==> config.mk <==
export PLATFORM = sky130hd
export DESIGN_NAME = dual_ocmp
export DESIGN_NICKNAME = d
export VERILOG_FILES = /design/src/rtl/ocmp_pkg.sv /design/src/rtl/ocmp_temp.sv /design/src/rtl/ocmp_chan.sv /design/src/rtl/dual_ocmp.sv
export SDC_FILE = /design/constraint.sdc
export NUM_CORES = 1
export LEC_CHECK = 0
export CAP_MARGIN = 20
export CELL_PAD_IN_SITES_DETAIL_PLACEMENT = 0
export CELL_PAD_IN_SITES_GLOBAL_PLACEMENT = 1
export CORE_ASPECT_RATIO = 0.6
export CORE_MARGIN = 2
export CORE_UTILIZATION = 29
export CTS_CLUSTER_SIZE = 20
export DETAILED_ROUTE_END_ITERATION = 8
export PLACE_DENSITY_LB_ADDON = 0.1
export SLEW_MARGIN = 20
export SYNTH_ARGS = -nofsm -noshare
export SYNTH_HDL_FRONTEND = slang
export SYNTH_SLANG_ARGS = --single-unit
==> constraint.sdc <==
create_clock -name clk -period 1.22 [get_ports clk]
set_clock_uncertainty 0.05 [all_clocks]
set_input_delay 0.366 -clock clk [delete_from_list [all_inputs] [get_ports clk]]
set_output_delay 0.366 -clock clk [all_outputs]
set_load 0.03 [all_outputs]
==> src/rtl/ocmp_pkg.sv <==
package ocmp_pkg;

    localparam int unsigned OC_BYTE_W = 8;
    localparam int unsigned OC_NCH    = 2;

    typedef enum logic {
        BYTE_LO = 1'b0,
        BYTE_HI = 1'b1
    } byte_sel_e;

    function automatic byte_sel_e byte_of(input logic a0);
        return a0 ? BYTE_HI : BYTE_LO;
    endfunction

endpackage

==> src/rtl/ocmp_temp.sv <==
module ocmp_temp
    import ocmp_pkg::*;
#(
    parameter int unsigned BYTE_W = OC_BYTE_W,
    parameter int unsigned NCH    = OC_NCH,
    parameter int unsigned AW     = 2
) (
    input  logic              clk,
    input  logic              rst,
    input  logic              bus_we,
    input  logic [AW-1:0]     bus_addr,
    input  logic [BYTE_W-1:0] bus_wdata,
    output logic [BYTE_W-1:0] temp_q,
    output logic [NCH-1:0]    lo_wr
);

    byte_sel_e         sel;
    logic [AW-2:0]     ch;

    assign sel = byte_of(bus_addr[0]);
    assign ch  = bus_addr[AW-1:1];

    always_ff @(posedge clk) begin
        if (rst) begin
            temp_q <= '0;
        end else if (bus_we && sel == BYTE_HI) begin
            temp_q <= bus_wdata;
        end
    end

    for (genvar g = 0; g < NCH; g++) begin : g_dec
        assign lo_wr[g] = bus_we && (sel == BYTE_LO) && (int'(ch) == g);
    end

    AST_TEMP_CAPTURE: assert property (@(posedge clk) disable iff (rst)
        (bus_we && bus_addr[0]) |=> temp_q == $past(bus_wdata));

    AST_TEMP_HOLD: assert property (@(posedge clk) disable iff (rst)
        !(bus_we && bus_addr[0]) |=> $stable(temp_q));

endmodule

==> src/rtl/ocmp_chan.sv <==
module ocmp_chan
    import ocmp_pkg::*;
#(
    parameter int unsigned BYTE_W = OC_BYTE_W,
    localparam int unsigned CW    = 2 * BYTE_W
) (
    input  logic              clk,
    input  logic              rst,
    input  logic              lo_wr,
    input  logic [BYTE_W-1:0] wdata,
    input  logic [BYTE_W-1:0] temp_in,
    input  logic [CW-1:0]     cnt_val,
    input  logic              cnt_adv,
    input  logic              clr,
    output logic [CW-1:0]     ocr_q,
    output logic              flag_q
);

    logic match;

    assign match = cnt_adv && (cnt_val == ocr_q);

    always_ff @(posedge clk) begin
        if (rst) begin
            ocr_q  <= '0;
            flag_q <= 1'b0;
        end else begin
            if (lo_wr) begin
                ocr_q <= {temp_in, wdata};
            end
            if (match) begin
                flag_q <= 1'b1;
            end else if (clr) begin
                flag_q <= 1'b0;
            end
        end
    end

    AST_LO_LOAD: assert property (@(posedge clk) disable iff (rst)
        lo_wr |=> ocr_q == {$past(temp_in), $past(wdata)});

    AST_OCR_HOLD: assert property (@(posedge clk) disable iff (rst)
        !lo_wr |=> $stable(ocr_q));

    AST_FLAG_CAUSE: assert property (@(posedge clk) disable iff (rst)
        $rose(flag_q) |-> ($past(cnt_adv) && $past(cnt_val) == $past(ocr_q)));

    AST_FLAG_STICKY: assert property (@(posedge clk) disable iff (rst)
        (flag_q && !clr) |=> flag_q);

    AST_SET_WINS: assert property (@(posedge clk) disable iff (rst)
        (cnt_adv && cnt_val == ocr_q && clr) |=> flag_q);

    AST_CLEAR: assert property (@(posedge clk) disable iff (rst)
        (clr && !(cnt_adv && cnt_val == ocr_q)) |=> !flag_q);

endmodule

==> src/rtl/dual_ocmp.sv <==
module dual_ocmp
    import ocmp_pkg::*;
#(
    parameter int unsigned BYTE_W = OC_BYTE_W,
    parameter int unsigned NCH    = OC_NCH,
    localparam int unsigned CW    = 2 * BYTE_W,
    localparam int unsigned CH_W  = (NCH > 1) ? $clog2(NCH) : 1,
    localparam int unsigned AW    = CH_W + 1
) (
    input  logic              clk,
    input  logic              rst,
    input  logic              bus_we,
    input  logic [AW-1:0]     bus_addr,
    input  logic [BYTE_W-1:0] bus_wdata,
    input  logic [CW-1:0]     cnt_val,
    input  logic              cnt_adv,
    input  logic [NCH-1:0]    flag_clr,
    output logic [NCH*CW-1:0] ocr_val,
    output logic [NCH-1:0]    cmp_flag
);

    logic [BYTE_W-1:0] temp_q;
    logic [NCH-1:0]    lo_wr;

    ocmp_temp #(.BYTE_W(BYTE_W), .NCH(NCH), .AW(AW)) u_temp (
        .clk       (clk),
        .rst       (rst),
        .bus_we    (bus_we),
        .bus_addr  (bus_addr),
        .bus_wdata (bus_wdata),
        .temp_q    (temp_q),
        .lo_wr     (lo_wr)
    );

    for (genvar c = 0; c < NCH; c++) begin : g_ch
        ocmp_chan #(.BYTE_W(BYTE_W)) u_chan (
            .clk     (clk),
            .rst     (rst),
            .lo_wr   (lo_wr[c]),
            .wdata   (bus_wdata),
            .temp_in (temp_q),
            .cnt_val (cnt_val),
            .cnt_adv (cnt_adv),
            .clr     (flag_clr[c]),
            .ocr_q   (ocr_val[c*CW +: CW]),
            .flag_q  (cmp_flag[c])
        );
    end

    AST_HI_NO_LOAD: assert property (@(posedge clk) disable iff (rst)
        (bus_we && bus_addr[0]) |=> $stable(ocr_val));

    AST_RESET_CLEAN: assert property (@(posedge clk)
        rst |=> (ocr_val == '0 && cmp_flag == '0));

endmodule

# ---- Word-level counts from Yosys, hierarchy flattened
# Cells that the tools add are included.
dict set report word_totals {
  in_bits 32
  reg_bits 42
  wordCells 22
  out_inout_bits 34
}
dict set report op_classes {
  reduce_logical 8
  eq_ne 2
  mux 5
  bitwise_logic 2
}
# op count
set op_table {}
lappend op_table {{16-bit == test} 2}
lappend op_table {{1-bit logical AND} 6}
lappend op_table {{1-bit 2-to-1 mux} 5}
lappend op_table {{2-bit nonzero test} 2}
lappend op_table {{1-bit inverter} 2}

# ---- Longest topological paths before layout
dict set report logic_depth {
  depth_word 4
  depth_mapped 5
  ltp_nobuf 4
}

# ---- Hierarchy
# Synthesis repeated with hierarchy kept, for this count alone.
dict set report hier_totals {
  hier_cells 195
  area_unflattened_um2 1999.4
}
# module cells_per_inst instances seq_area_each_um2 area_per_inst_um2
set modules_own_cells {}
lappend modules_own_cells {ocmp_chan 78 2 340.3 775.7}
lappend modules_own_cells {ocmp_temp 39 1 160.2 447.9}

# ---- Worst setup path before layout
# Ideal clock, no wire load.
dict set report synth_path {
  path_kind {input to register}
  startpoint {in bus_addr[0]}
  endpoint {reg g_ch[0].u_chan.ocr_q[7]}
  setup_ps 143
  path_slack_ps -102
  cell_stages 5
  arrival_ps 1128
  path_buffers 2
  t_required_ps 1027
  cell_sequence {or3b_1 -> buf_6 -> buf_6 -> nand2_2 -> a21oi_2}
}
dict set report synth_via {
  elab_chain_len 4
}
# item line_no
set synth_rtl {}
lappend synth_rtl {{from (decl)} dual_ocmp.sv:13} ;# input logic [AW-1:0] bus_addr,
lappend synth_rtl {{1-bit 2-to-1 mux} ocmp_pkg.sv:12} ;# return a0 ? BYTE_HI : BYTE_LO;
lappend synth_rtl {{1-bit inverter} ocmp_temp.sv:32} ;# assign lo_wr[g] = bus_we && (sel == BYTE_LO) && (int'(ch) == g);
lappend synth_rtl {{1-bit logical AND (2 in series)} ocmp_temp.sv:32}
lappend synth_rtl {{to (signal assigned)} ocmp_chan.sv:29} ;# ocr_q <= {temp_in, wdata};
lappend synth_rtl {{to (decl)} ocmp_chan.sv:15} ;# output logic [CW-1:0] ocr_q,
# Every way passes these cells.
# A chain may end at the register's enable or synchronous reset.

# ---- Worst setup path in the final report
dict set report layout_path {
  startpoint {in cnt_val[3]}
  endpoint {reg g_ch[1].u_chan.flag_q}
}
dict set report layout_via {
  elab_chain_len 3
  word_cells_on_any_way 4
  cone_classes {eq/ne (1); mux (1); reduce/logical (2)}
}
# item line_no
set layout_rtl {}
lappend layout_rtl {{from (decl)} dual_ocmp.sv:15} ;# input logic [CW-1:0] cnt_val,
lappend layout_rtl {{16-bit == test *} ocmp_chan.sv:21} ;# assign match = cnt_adv && (cnt_val == ocr_q);
lappend layout_rtl {{1-bit logical AND *} ocmp_chan.sv:21}
lappend layout_rtl {{1-bit 2-to-1 mux / 2-bit nonzero test (equally long branches)} --}
lappend layout_rtl {{to (signal assigned)} ocmp_chan.sv:26} ;# flag_q <= 1'b0;
lappend layout_rtl {{to (signal assigned)} ocmp_chan.sv:32} ;# flag_q <= 1'b1;
lappend layout_rtl {{to (signal assigned)} ocmp_chan.sv:34} ;# flag_q <= 1'b0;
lappend layout_rtl {{to (decl)} ocmp_chan.sv:16} ;# output logic flag_q
# Every way passes the cells marked *; elsewhere a longest branch is shown, timed or not.

==> impl_metrics.csv <==
group,metric,value,unit
outcome,status,"complete, but fails checks",
outcome,violations,"negative setup slack",
job,cap_violations,0,
cells_and_area,mostFrequentLayoutCells,"nand2_1, buf_6, buf_4, xor2_1, a21oi_1",
place,dpl-instance-area,2850,sq um
sta,layout_worst_path_cycle_share,107,%
die,die_width,110,microns
die,rows,23,
sta,tns,-1160,ps
clocking,clk_latency,300,ps
synthesis,synthCells,233,
clocking,cts_tree,"yes",
cells_and_area,area_growth,79.6,%
clocking,cts_root_buffer,"clkbuf_8",
drt,num_vias,1961,
synthesis,avgSynthCellArea,8.39,sq um
drt,drtIter0Drc,61,
synthesis,synth-seq-area-share,43.0,%
synthesis,syn_area,1950,sq um
sta,finalCriticalPeriod,1310,ps
worst_setup_path,cp-end-kind,"register",
clocking,numCtsBuffers,5,
sta,worstMarginPinSlew,314,ps
place,hpwl,4630,microns
die,initial_core_util,29.7,%
synthesis,synth_top_area_share,43.0,%
drt,drt-met1-wl,3230,microns
worst_setup_path,path_class,"in2reg",
synthesis,ys_ff_latch,42,
worst_hold_path,hp-class,"in2reg",
power,irDropWorstVdd,452,uV
worst_setup_path,crit_required,1400,ps
clocking,path_clk_slew,80,ps
worst_setup_path,worst_r2r_endpoint,"g_ch[0].u_chan.flag_q",
worst_hold_path,holdCritStartpoint,"rst",
cells_and_area,design_area,3510,sq um
grt,grt_usage,18.2,%
clocking,holdBufCountCts,0,
cells_and_area,drive_above_1_share,50.3,%
cells_and_area,final_common_cell,"nand2_1",
sta,rsz0062_at_grt,"true",
drt,met2_length,2860,microns
grt,grt_pass1_vias,1824,
worst_setup_path,r2r_setup_slack,-80,ps
place,pre_cts_ws,-685,ps
place,gp_congestion,0.761,
drt,detail-route-antenna-nets,0,
cells_and_area,n_antenna_cell,0,
sta,setup_slack,-89.6,ps
synthesis,syn-num-nets,265,
clocking,cts_sinks,42,
worst_hold_path,hold_end,"g_ch[1].u_chan.flag_q",
die,die_h,67.6,microns
grt,grt_max_degree,41,
worst_setup_path,critPathArrivalTime,1490,ps
cells_and_area,register_area,897,sq um
power,pwr_density_cell,965,nW/um^2
die,ios,66,
cells_and_area,finalCoreUtilization,53.3,%
worst_hold_path,hold_path_depth,4,
die,core_area,6590,sq um
cells_and_area,nNetsFinal,389,
sta,slew-limit-headroom,78.9,%
drt,highest_layer,"met4",
die,dieArea,7430,sq um
drt,drt-total-wl,6520,microns
grt,grt_pass1_wl,9770,microns
synthesis,synth.distinct_cells,21,
synthesis,synth.yosys.warnings,0,
drt,met3WireLength,355,microns
place,place.port_buffers,65,
worst_setup_path,reg2regPathDepth,6,
drt,wire_per_inst,14.7,microns
worst_setup_path,startpoint_type,"input port",
synthesis,netlist.top_cell.by_area,"dfxtp_1",
cells_and_area,fill_cells,658,
clocking,cts_buffer_depth,2,
synthesis,ys_top_cells_by_area,"dfxtp_1, xor2_1, nand2_1",
sta,fmax,764,MHz
drt,vias_per_cell,4.41,
power,p_leak,1.53,nW
worst_setup_path,path_max_fanout,2,
sta,finalMaxSlewViolations,0,
clocking,cts_max_level,2,
worst_setup_path,r2r-start,"g_ch[0].u_chan.ocr_q[4]",
drt,drc,0,
grt,antenna_found_initial,0,
sta,finalSetupViolations,23,
cells_and_area,multi_input_area,1070,sq um
drt,first_pass_iters,4,
sta,hold_violations,0,
grt,grt_overflow,0,
flip-flops by register name (all words and copies together) (netlist names):
| register | count |
|---|---|
| g_ch.u_chan.ocr_q | 32 |
| g_ch.u_chan.flag_q | 2 |
| u_temp.temp_q | 8 |
synthesized netlist by cell type, drive strengths merged:
cell type	n
nor3b	1
nand2	75
nor2b	1
clkbuf	5
nor3	2
xor2	30
buf	10
nor2	2
or3b	1
xnor2	2
nor4	6
nand3	12
a21oi	40
nand3b	1
and3b	1
o21ai	2
dfxtp	42
critical path, cell delays in order:
cell and delay (ps):
dlygate4sd2_1 260, buf_4 140, xor2_1 150, nor4_2 310, nand3_1 140, o21ai_1 140
cell type report:
class	count	share of cell area, %
timing repair buffer	132	36.8
multi-input combinational	176	30.4
sequential	42	25.6
tap	87	3.10
clock buffer	6	2.35
clock inverter	2	1.71
timing repair:
action / CTS / global route
gates cloned: 1 / 0
endpoints found under the setup margin: 74 / 48
pin swaps: 11 / 5
resized for setup: 119 / 14
buffers inserted: 22 / 7
worst max-delay path by stage:
stage	from	endpoint	slack [ps]	depth (start not counted)
after global routing	g_ch[0].u_chan.ocr_q[4]	g_ch[0].u_chan.flag_q	-180	6
after CTS	g_ch[1].u_chan.ocr_q[12]	ocr_val[28]	-80	2
after global placement	cnt_val[5]	g_ch[1].u_chan.flag_q	-640	6
final	cnt_val[3]	g_ch[1].u_chan.flag_q	-90	6
after floorplan	bus_addr[1]	g_ch[0].u_chan.ocr_q[7]	-90	5
after detailed placement	cnt_val[5]	g_ch[1].u_chan.flag_q	-680	6
metal layers:
layer / track usage (%) / vias up
met5: 0 / -
met2: 26.2 / 43
met3: 5.98 / 7
li1: - / 1015
met1: 26.1 / 896
met4: 4.59 / 0
metrics by stage:
stage	power, mW	std cells	hold WS, ps
floorplan	1.68	233	376
global route	3.52	445	401
finish	3.39	445	344
detailed placement	1.97	410	396
CTS	3.38	438	348
global placement	1.97	410	404
where the power goes:
group,switching [mW],internal (mW),leakage (nW)
registers,0.0335,1.40,0.358
clock network,0.527,0.874,0.0714
logic,0.278,0.278,1.10
logic make-up (layout without fill, tap and decap cells):
kind of cell,Yosys count,in the layout,share of synthesized area (%)
AO/OA/AOI/OAI,42,42,12.7
XOR/XNOR,32,32,14.3
buffers and inverters,15,140,5.31
flip-flops,42,42,43.0
AND/OR/NAND/NOR,102,102,24.6
No activity file was read; power rests on OpenSTA's default activity.
